$ cat src/rtl/pwr_seq_pkg.sv
package pwr_seq_pkg;
   localparam int NUM_EV   = 4;
   localparam int RA_KEY   = 0;
   localparam int RA_MADDR = 1;
   localparam int RA_MDATA = 2;
   localparam int RA_PTR0  = 3;

   typedef enum logic [1:0] {
      EV_SLEEP  = 2'd0,
      EV_WAKE12 = 2'd1,
      EV_WAKE3  = 2'd2,
      EV_WARM   = 2'd3
   } ev_e;

   typedef enum logic [1:0] {
      KS_LOCKED = 2'd0,
      KS_HALF   = 2'd1,
      KS_OPEN   = 2'd2
   } key_state_e;

   typedef enum logic [1:0] {
      WS_IDLE  = 2'd0,
      WS_FETCH = 2'd1,
      WS_WAIT  = 2'd2
   } walk_state_e;
endpackage

$ cat src/rtl/pseq_cfg_regs.sv
module pseq_cfg_regs
   import pwr_seq_pkg::*;
#(
   parameter int          IDX_W = 6,
   parameter int          RA_W  = 4,
   parameter logic [7:0]  KEY_A = 8'hA5,
   parameter logic [7:0]  KEY_B = 8'h5A
) (
   input  logic                            clk,
   input  logic                            rst_n,
   input  logic                            wr_en,
   input  logic [RA_W-1:0]                 addr,
   input  logic [7:0]                      wdata,
   output logic [7:0]                      rdata,
   output logic                            mem_we,
   output logic [IDX_W+1:0]                mem_addr,
   output logic [7:0]                      mem_wdata,
   input  logic [7:0]                      mem_rbyte,
   output logic [NUM_EV-1:0][IDX_W-1:0]    start_ptr,
   output logic                            cfg_open
);
   localparam logic [IDX_W-1:0] END_IDX = '1;

   key_state_e ks;
   logic       key_wr;
   logic       cfg_wr;

   assign key_wr = wr_en && (addr == RA_W'(RA_KEY));

   always_ff @(posedge clk or negedge rst_n) begin
      if (!rst_n) begin
         ks <= KS_LOCKED;
      end else if (key_wr) begin
         if (wdata == 8'h00) begin
            ks <= KS_LOCKED;
         end else begin
            case (ks)
               KS_LOCKED: ks <= (wdata == KEY_A) ? KS_HALF : KS_LOCKED;
               KS_HALF:   ks <= (wdata == KEY_B) ? KS_OPEN : KS_LOCKED;
               KS_OPEN:   ks <= KS_OPEN;
               default:   ks <= KS_LOCKED;
            endcase
         end
      end
   end

   assign cfg_open  = (ks == KS_OPEN);
   assign cfg_wr    = wr_en && cfg_open;
   assign mem_we    = cfg_wr && (addr == RA_W'(RA_MDATA));
   assign mem_wdata = wdata;

   always_ff @(posedge clk or negedge rst_n) begin
      if (!rst_n) begin
         mem_addr <= '0;
      end else if (cfg_wr && (addr == RA_W'(RA_MADDR))) begin
         mem_addr <= wdata[IDX_W+1:0];
      end
   end

   for (genvar e = 0; e < NUM_EV; e++) begin : g_ptr
      always_ff @(posedge clk or negedge rst_n) begin
         if (!rst_n) begin
            start_ptr[e] <= END_IDX;
         end else if (cfg_wr && (addr == RA_W'(RA_PTR0 + e))) begin
            start_ptr[e] <= wdata[IDX_W-1:0];
         end
      end
   end

   always_comb begin
      rdata = 8'h00;
      if (addr == RA_W'(RA_KEY))   rdata = {7'd0, cfg_open};
      if (addr == RA_W'(RA_MADDR)) rdata = 8'(mem_addr);
      if (addr == RA_W'(RA_MDATA)) rdata = mem_rbyte;
      for (int e = 0; e < NUM_EV; e++) begin
         if (addr == RA_W'(RA_PTR0 + e)) rdata = 8'(start_ptr[e]);
      end
   end
endmodule

$ cat src/rtl/pseq_imem.sv
module pseq_imem #(
   parameter int IDX_W = 6
) (
   input  logic             clk,
   input  logic             we,
   input  logic [IDX_W+1:0] waddr,
   input  logic [7:0]       wdata,
   output logic [7:0]       rbyte,
   input  logic [IDX_W-1:0] fetch_idx,
   output logic [15:0]      f_msg,
   output logic [7:0]       f_dly,
   output logic [IDX_W-1:0] f_nxt
);
   localparam int AB    = IDX_W + 2;
   localparam int DEPTH = 1 << AB;
   localparam int LANES = 3;

   logic [7:0] mem [DEPTH];
   logic [7:0] lane [LANES];

   always_ff @(posedge clk) begin
      if (we) mem[waddr] <= wdata;
   end

   assign rbyte = mem[waddr];

   for (genvar l = 0; l < LANES; l++) begin : g_lane
      assign lane[l] = mem[{fetch_idx, 2'(l)}];
   end

   assign f_msg = {lane[0], lane[1]};
   assign f_dly = lane[2];
   assign f_nxt = mem[{fetch_idx, 2'd3}][IDX_W-1:0];
endmodule

$ cat src/rtl/pseq_walker.sv
module pseq_walker
   import pwr_seq_pkg::*;
#(
   parameter int IDX_W     = 6,
   parameter int HOP_LIMIT = 64
) (
   input  logic                          clk,
   input  logic                          rst_n,
   input  logic [NUM_EV-1:0]             ev_in,
   input  logic [NUM_EV-1:0][IDX_W-1:0]  start_ptr,
   input  logic                          slow_tick,
   output logic [IDX_W-1:0]              fetch_idx,
   input  logic [15:0]                   f_msg,
   input  logic [7:0]                    f_dly,
   input  logic [IDX_W-1:0]              f_nxt,
   output logic                          msg_valid,
   output logic [15:0]                   msg_data,
   output logic                          busy,
   output logic                          done,
   output logic                          err
);
   localparam logic [IDX_W-1:0] END_IDX = '1;
   localparam int               HOP_W   = $clog2(HOP_LIMIT + 1);
   localparam ev_e              PRIO [NUM_EV] = '{EV_WARM, EV_WAKE12, EV_WAKE3, EV_SLEEP};

   walk_state_e       state;
   logic [NUM_EV-1:0] pend;
   logic [NUM_EV-1:0] pend_clr;
   logic              sel_valid;
   ev_e               sel_ev;
   logic [IDX_W-1:0]  cur_idx;
   logic [IDX_W-1:0]  nxt_q;
   logic [7:0]        dly_q;
   logic [7:0]        cnt;
   logic [HOP_W-1:0]  hops;

   always_comb begin
      sel_valid = 1'b0;
      sel_ev    = EV_SLEEP;
      for (int i = NUM_EV - 1; i >= 0; i--) begin
         if (pend[PRIO[i]]) begin
            sel_valid = 1'b1;
            sel_ev    = PRIO[i];
         end
      end
      pend_clr = '0;
      if (state == WS_IDLE && sel_valid) pend_clr[sel_ev] = 1'b1;
   end

   always_ff @(posedge clk or negedge rst_n) begin
      if (!rst_n) begin
         state     <= WS_IDLE;
         pend      <= '0;
         cur_idx   <= '0;
         nxt_q     <= '0;
         dly_q     <= '0;
         cnt       <= '0;
         hops      <= '0;
         msg_valid <= 1'b0;
         msg_data  <= '0;
         done      <= 1'b0;
         err       <= 1'b0;
      end else begin
         msg_valid <= 1'b0;
         done      <= 1'b0;
         err       <= 1'b0;
         pend      <= (pend & ~pend_clr) | ev_in;
         case (state)
            WS_IDLE: begin
               if (sel_valid && start_ptr[sel_ev] != END_IDX) begin
                  cur_idx <= start_ptr[sel_ev];
                  hops    <= '0;
                  state   <= WS_FETCH;
               end
            end
            WS_FETCH: begin
               msg_valid <= 1'b1;
               msg_data  <= f_msg;
               dly_q     <= f_dly;
               nxt_q     <= f_nxt;
               cnt       <= '0;
               hops      <= hops + 1'b1;
               state     <= WS_WAIT;
            end
            WS_WAIT: begin
               if (cnt == dly_q) begin
                  if (nxt_q == END_IDX) begin
                     done  <= 1'b1;
                     state <= WS_IDLE;
                  end else if (hops == HOP_W'(HOP_LIMIT)) begin
                     err   <= 1'b1;
                     state <= WS_IDLE;
                  end else begin
                     cur_idx <= nxt_q;
                     state   <= WS_FETCH;
                  end
               end else if (slow_tick) begin
                  cnt <= cnt + 1'b1;
               end
            end
            default: state <= WS_IDLE;
         endcase
      end
   end

   assign fetch_idx = cur_idx;
   assign busy      = (state != WS_IDLE);
endmodule

$ cat src/rtl/pwr_seq_engine.sv
module pwr_seq_engine
   import pwr_seq_pkg::*;
#(
   parameter int          IDX_W     = 6,
   parameter int          HOP_LIMIT = 64,
   parameter int          RA_W      = 4,
   parameter logic [7:0]  KEY_A     = 8'hA5,
   parameter logic [7:0]  KEY_B     = 8'h5A
) (
   input  logic            clk,
   input  logic            rst_n,
   input  logic            reg_wr,
   input  logic [RA_W-1:0] reg_addr,
   input  logic [7:0]      reg_wdata,
   output logic [7:0]      reg_rdata,
   input  logic            ev_sleep,
   input  logic            ev_wake12,
   input  logic            ev_wake3,
   input  logic            ev_warm,
   input  logic            slow_tick,
   output logic            msg_valid,
   output logic [15:0]     msg_data,
   output logic            busy,
   output logic            done,
   output logic            err
);
   if (IDX_W < 2 || IDX_W > 6) begin : g_bad_idx
      $error("IDX_W must lie in 2..6 so a byte address fits one register");
   end
   if (HOP_LIMIT < 1) begin : g_bad_hop
      $error("HOP_LIMIT must be positive");
   end
   if (KEY_A == 8'h00 || KEY_B == 8'h00 || KEY_A == KEY_B) begin : g_bad_key
      $error("unlock keys must be distinct and non-zero");
   end
   if (RA_W < 3) begin : g_bad_ra
      $error("RA_W must address at least seven registers");
   end

   logic                          mem_we;
   logic [IDX_W+1:0]              mem_addr;
   logic [7:0]                    mem_wdata;
   logic [7:0]                    mem_rbyte;
   logic [NUM_EV-1:0][IDX_W-1:0]  start_ptr;
   logic                          cfg_open;
   logic [IDX_W-1:0]              fetch_idx;
   logic [15:0]                   f_msg;
   logic [7:0]                    f_dly;
   logic [IDX_W-1:0]              f_nxt;
   logic [NUM_EV-1:0]             ev_vec;

   always_comb begin
      ev_vec            = '0;
      ev_vec[EV_SLEEP]  = ev_sleep;
      ev_vec[EV_WAKE12] = ev_wake12;
      ev_vec[EV_WAKE3]  = ev_wake3;
      ev_vec[EV_WARM]   = ev_warm;
   end

   pseq_cfg_regs #(
      .IDX_W (IDX_W),
      .RA_W  (RA_W),
      .KEY_A (KEY_A),
      .KEY_B (KEY_B)
   ) u_regs (
      .clk       (clk),
      .rst_n     (rst_n),
      .wr_en     (reg_wr),
      .addr      (reg_addr),
      .wdata     (reg_wdata),
      .rdata     (reg_rdata),
      .mem_we    (mem_we),
      .mem_addr  (mem_addr),
      .mem_wdata (mem_wdata),
      .mem_rbyte (mem_rbyte),
      .start_ptr (start_ptr),
      .cfg_open  (cfg_open)
   );

   pseq_imem #(
      .IDX_W (IDX_W)
   ) u_imem (
      .clk       (clk),
      .we        (mem_we),
      .waddr     (mem_addr),
      .wdata     (mem_wdata),
      .rbyte     (mem_rbyte),
      .fetch_idx (fetch_idx),
      .f_msg     (f_msg),
      .f_dly     (f_dly),
      .f_nxt     (f_nxt)
   );

   pseq_walker #(
      .IDX_W     (IDX_W),
      .HOP_LIMIT (HOP_LIMIT)
   ) u_walk (
      .clk       (clk),
      .rst_n     (rst_n),
      .ev_in     (ev_vec),
      .start_ptr (start_ptr),
      .slow_tick (slow_tick),
      .fetch_idx (fetch_idx),
      .f_msg     (f_msg),
      .f_dly     (f_dly),
      .f_nxt     (f_nxt),
      .msg_valid (msg_valid),
      .msg_data  (msg_data),
      .busy      (busy),
      .done      (done),
      .err       (err)
   );
endmodule

$ cat config.mk
export PLATFORM = sky130hd
export DESIGN_NAME = pwr_seq_engine
export DESIGN_NICKNAME = d
export VERILOG_FILES = /design/src/rtl/pwr_seq_pkg.sv /design/src/rtl/pseq_cfg_regs.sv /design/src/rtl/pseq_imem.sv /design/src/rtl/pseq_walker.sv /design/src/rtl/pwr_seq_engine.sv
export SDC_FILE = /design/constraint.sdc
export NUM_CORES = 2
export LEC_CHECK = 0
export BUFFER_PORTS_ARGS = -buffer_cell sky130_fd_sc_hd__buf_2
export CAP_MARGIN = 40
export CORE_MARGIN = 5
export CORE_UTILIZATION = 25
export CTS_CLUSTER_DIAMETER = 50
export DETAILED_ROUTE_END_ITERATION = 10
export GPL_TIMING_DRIVEN = 0
export PLACE_DENSITY = 0.46
export SLEW_MARGIN = 25
export SYNTH_ARGS = -nofsm -noshare
export SYNTH_HDL_FRONTEND = slang
export SYNTH_SLANG_ARGS = --single-unit
$ cat constraint.sdc
create_clock -name clk -period 3.8 [get_ports clk]
set_clock_uncertainty 0.2 [all_clocks]
set_input_delay 0.76 -clock clk [delete_from_list [all_inputs] [get_ports clk]]
set_output_delay 0.76 -clock clk [all_outputs]
set_load 0.005 [all_outputs]
==> results_dict.tcl <==
set metrics [dict create \
    status "complete, but fails checks" \
    violations "negative setup slack" \
    viasPerCell 6.06 \
    worstReg2RegStart "u_regs.mem_addr[1]" \
    wl_per_cell_um 51.9 \
    timing.fmax_mhz 176 \
    clock_sinks 2142 \
    leakage_nw 39.9 \
    fp-row-count 230 \
    tightest_slew_ps 1070 \
    r2r_slack_ps -110 \
    grt_pass1_wl_mm 730 \
    holdWs_ps 46.3 \
    cap_violations 0 \
    crit_fanout 10 \
    die_w_um 639 \
    dp.cells 10342 \
    dp_hpwl_mm 431 \
    path_clk_slew_ps 50 \
    crit_required_ps 2840 \
    syn_area_mm2 0.0988 \
    crit_type "register to primary output" \
    holdPathEnd "u_imem.mem[131][2]" \
    arrival_ps 4740 \
    async_reset_ff_frac 0.0439 \
    instances_no_fill 11332 \
    whs_path_depth 1 \
    ys_types 74 \
    areaGrowthSynthToFinish_pct 31.5 \
    track_usage 0.280 \
    nNetsFinal 5824 \
    cts_tree "done" \
    grt-ovfl-total 0 \
    drive_gt1_frac 0.514 \
    synth_nets 4897 \
    hp-class "primary input to register" \
    drc_errors 0 \
    htree_num_levels 5 \
    timing.final.crit_share 1.50 \
    drv_slew 0 \
    period_needed_ps 5700 \
    antenna_found_initial 108 \
    die-height_um 639 \
    p_per_area_mw_per_mm2 612 \
    netlist_instances 4874 \
    hold_start "reg_wdata[2]" \
    startpoint "u_regs.mem_addr[3]" \
    grt_max_degree 119 \
    wl_mm 588 \
    nFillCells 37142 \
    first_global_vias 63639 \
    yosysWarnings 0 \
    setup_tns_ps -25260 \
    clkLatencyLatePin_ps 950 \
    place_congestion 1.05 \
    setup_viol 262 \
    synth_flop_cell "edfxtp_1" \
    cts_root_buf "clkbuf_16" \
    num_vias 68702 \
    io_pins 48 \
    drtIter0Drc 12879 \
    synth_area_per_cell_um2 20.3 \
    ant_nets 0 \
    start_kind "register" \
    hold_viol 0 \
    setup_ws_ps -1900 \
    drtPass1Iterations 7 \
    rsz0062_at_grt "true" \
    ir_worst_vdd_v 0.000367 \
    synth_edf_count 2048 \
    ys_seq_area_frac 0.647 \
    r2r-end "u_imem.mem[82][5]" \
    dieArea_mm2 0.408 \
    initial_core_util 0.251 \
    cts_buffers 310 \
    cts_buffer_depth 4 \
    synth-seq-cells 2142 \
    fp.coreArea_mm2 0.393 \
    max-slew-margin-rel 0.290 \
    portBuffers 45 \
    cp-end-kind "primary output" \
    r2r_cells 11 \
]
report_power, final:
group / switching, W / internal [W]
combinational: 0.0156 / 0.00784
sequential: 0.000190 / 0.0261
clock: 0.0124 / 0.0174
layout make-up:
type / instances / area, µm² / area share
clock inverters: 223 / 2490 / 0.0192
multi-input cells: 2332 / 35900 / 0.277
diodes: 54 / 135 / 0.00104
plain buffers: 377 / 3980 / 0.0306
well taps: 5220 / 6530 / 0.0503
inverters: 17 / 82.6 / 0.000636
flip-flops and latches: 2142 / 63900 / 0.492
repair buffers: 621 / 8810 / 0.0678
clock buffers: 346 / 8020 / 0.0617
how the worst max path moves through the flow:
stage,to,slack [ps],cells past startpoint
3_5_place_dp,reg_rdata[2],-2940,13
4_1_cts,reg_rdata[2],-1790,15
3_3_place_gp,reg_rdata[2],-6060,10
5_1_grt,reg_rdata[2],-1740,15
6_report,reg_rdata[1],-1900,9
2_1_floorplan,reg_rdata[7],260,10
flip-flops by register name, indices dropped and copies added (netlist names):
register          count
u_walk.state          2
u_walk.cnt            8
u_regs.mem_addr       8
u_walk.err            1
u_walk.nxt_q          6
u_regs.ks             2
u_walk.msg_valid      1
u_imem.mem         2048
u_walk.msg_data      16
u_walk.pend           4
u_walk.dly_q          8
u_walk.fetch_idx      6
u_walk.done           1
u_walk.hops           7
u_regs.start_ptr     24
cells in the mapped netlist (11+ instances only):
cell,count,area (µm²)
a22oi_1,69,518
inv_1,14,52.6
nor4_1,12,75.1
edfxtp_1,2048,61500
nand4_1,18,113
nor2b_1,16,100
mux2_2,44,495
a21oi_1,39,195
a31oi_1,13,81.3
nand2_1,219,822
buf_4,33,248
xor2_1,13,114
nor3_1,19,95.1
a221oi_1,12,105
clkbuf_1,194,728
dfstp_2,24,631
a22o_1,11,96.3
buf_2,98,490
dfrtp_1,70,1750
mux2i_1,121,1210
nand2b_1,11,68.8
o21ai_0,38,190
nor2_1,322,1210
a211oi_1,11,82.6
mux4_2,1167,26300
nand3_1,53,265
buf_1,55,206
routing by layer:
metal  share of wire  up-vias  track usage
li1                -    23127            -
met1            0.34    37028        0.329
met2            0.41     6716        0.390
met3            0.15     1784        0.138
met4           0.097       47        0.213
met5          0.0014        -      0.00626
cell usage in the layout, fill, tap and decap left out, types with 26 or more instances in the layout:
cell type and count:
buf_6 96, mux2i_1 88, nand2_1 190, mux2_2 43, buf_16 118, clkbuf_4 33, buf_4 253, diode_2 54
buf_2 80, mux4_2 1167, nand3_1 43, bufinv_16 26, nor2_1 53, buf_8 47, clkbuf_1 88, clkbuf_2 58
nor2_2 91, dfrtp_1 68, edfxtp_1 2048, inv_6 45, a22oi_1 50, buf_12 201, nor2_4 178, a21oi_1 36
clkinv_2 44, clkinv_1 31, clkbuf_16 323, o21ai_0 29
cell families (layout without fill, tap and decap cells):
group	after synthesis	after routing	share of synthesized area
compound gates	266	266	0.0188
xor+xnor	15	15	0.00133
fa+ha+maj	3	3	0.000380
buf+inv	400	1584	0.0179
flops	2142	2142	0.647
mux	1332	1332	0.283
other cells	0	54	0
simple gates	716	716	0.0316
critical path: stages (launching register included):
cell,delay [ps]
dfrtp_2,610
clkbuf_8,500
clkbuf_4,450
buf_12,240
mux4_2,430
a22oi_2,580
nand4_1,310
nor2_2,230
o2bb2ai_4,140
buf_2,170
timing repair:
action                                  4_1_cts  5_1_grt
pin swaps                                   142       42
hold buffers                                  6        0
endpoints found under the hold margin        92        0
buffers inserted                            290       67
endpoints found under the setup margin     2086      522
resized for setup                           841      166
cloned                                        2        1
per-stage QoR:
step	util	worst slack [ps]	power, W	instance area [µm²]
final	0.330	-1900	0.0795	130000
after global routing	0.330	-1740	0.0798	130000
after CTS	0.327	-1790	0.0781	128000
after detailed placement	0.281	-2940	0.0485	110000
after global placement	0.269	-6060	0.0481	106000
after floorplan	-	261	0.0365	98800
Note: power is estimated with default switching activity, not from simulation.
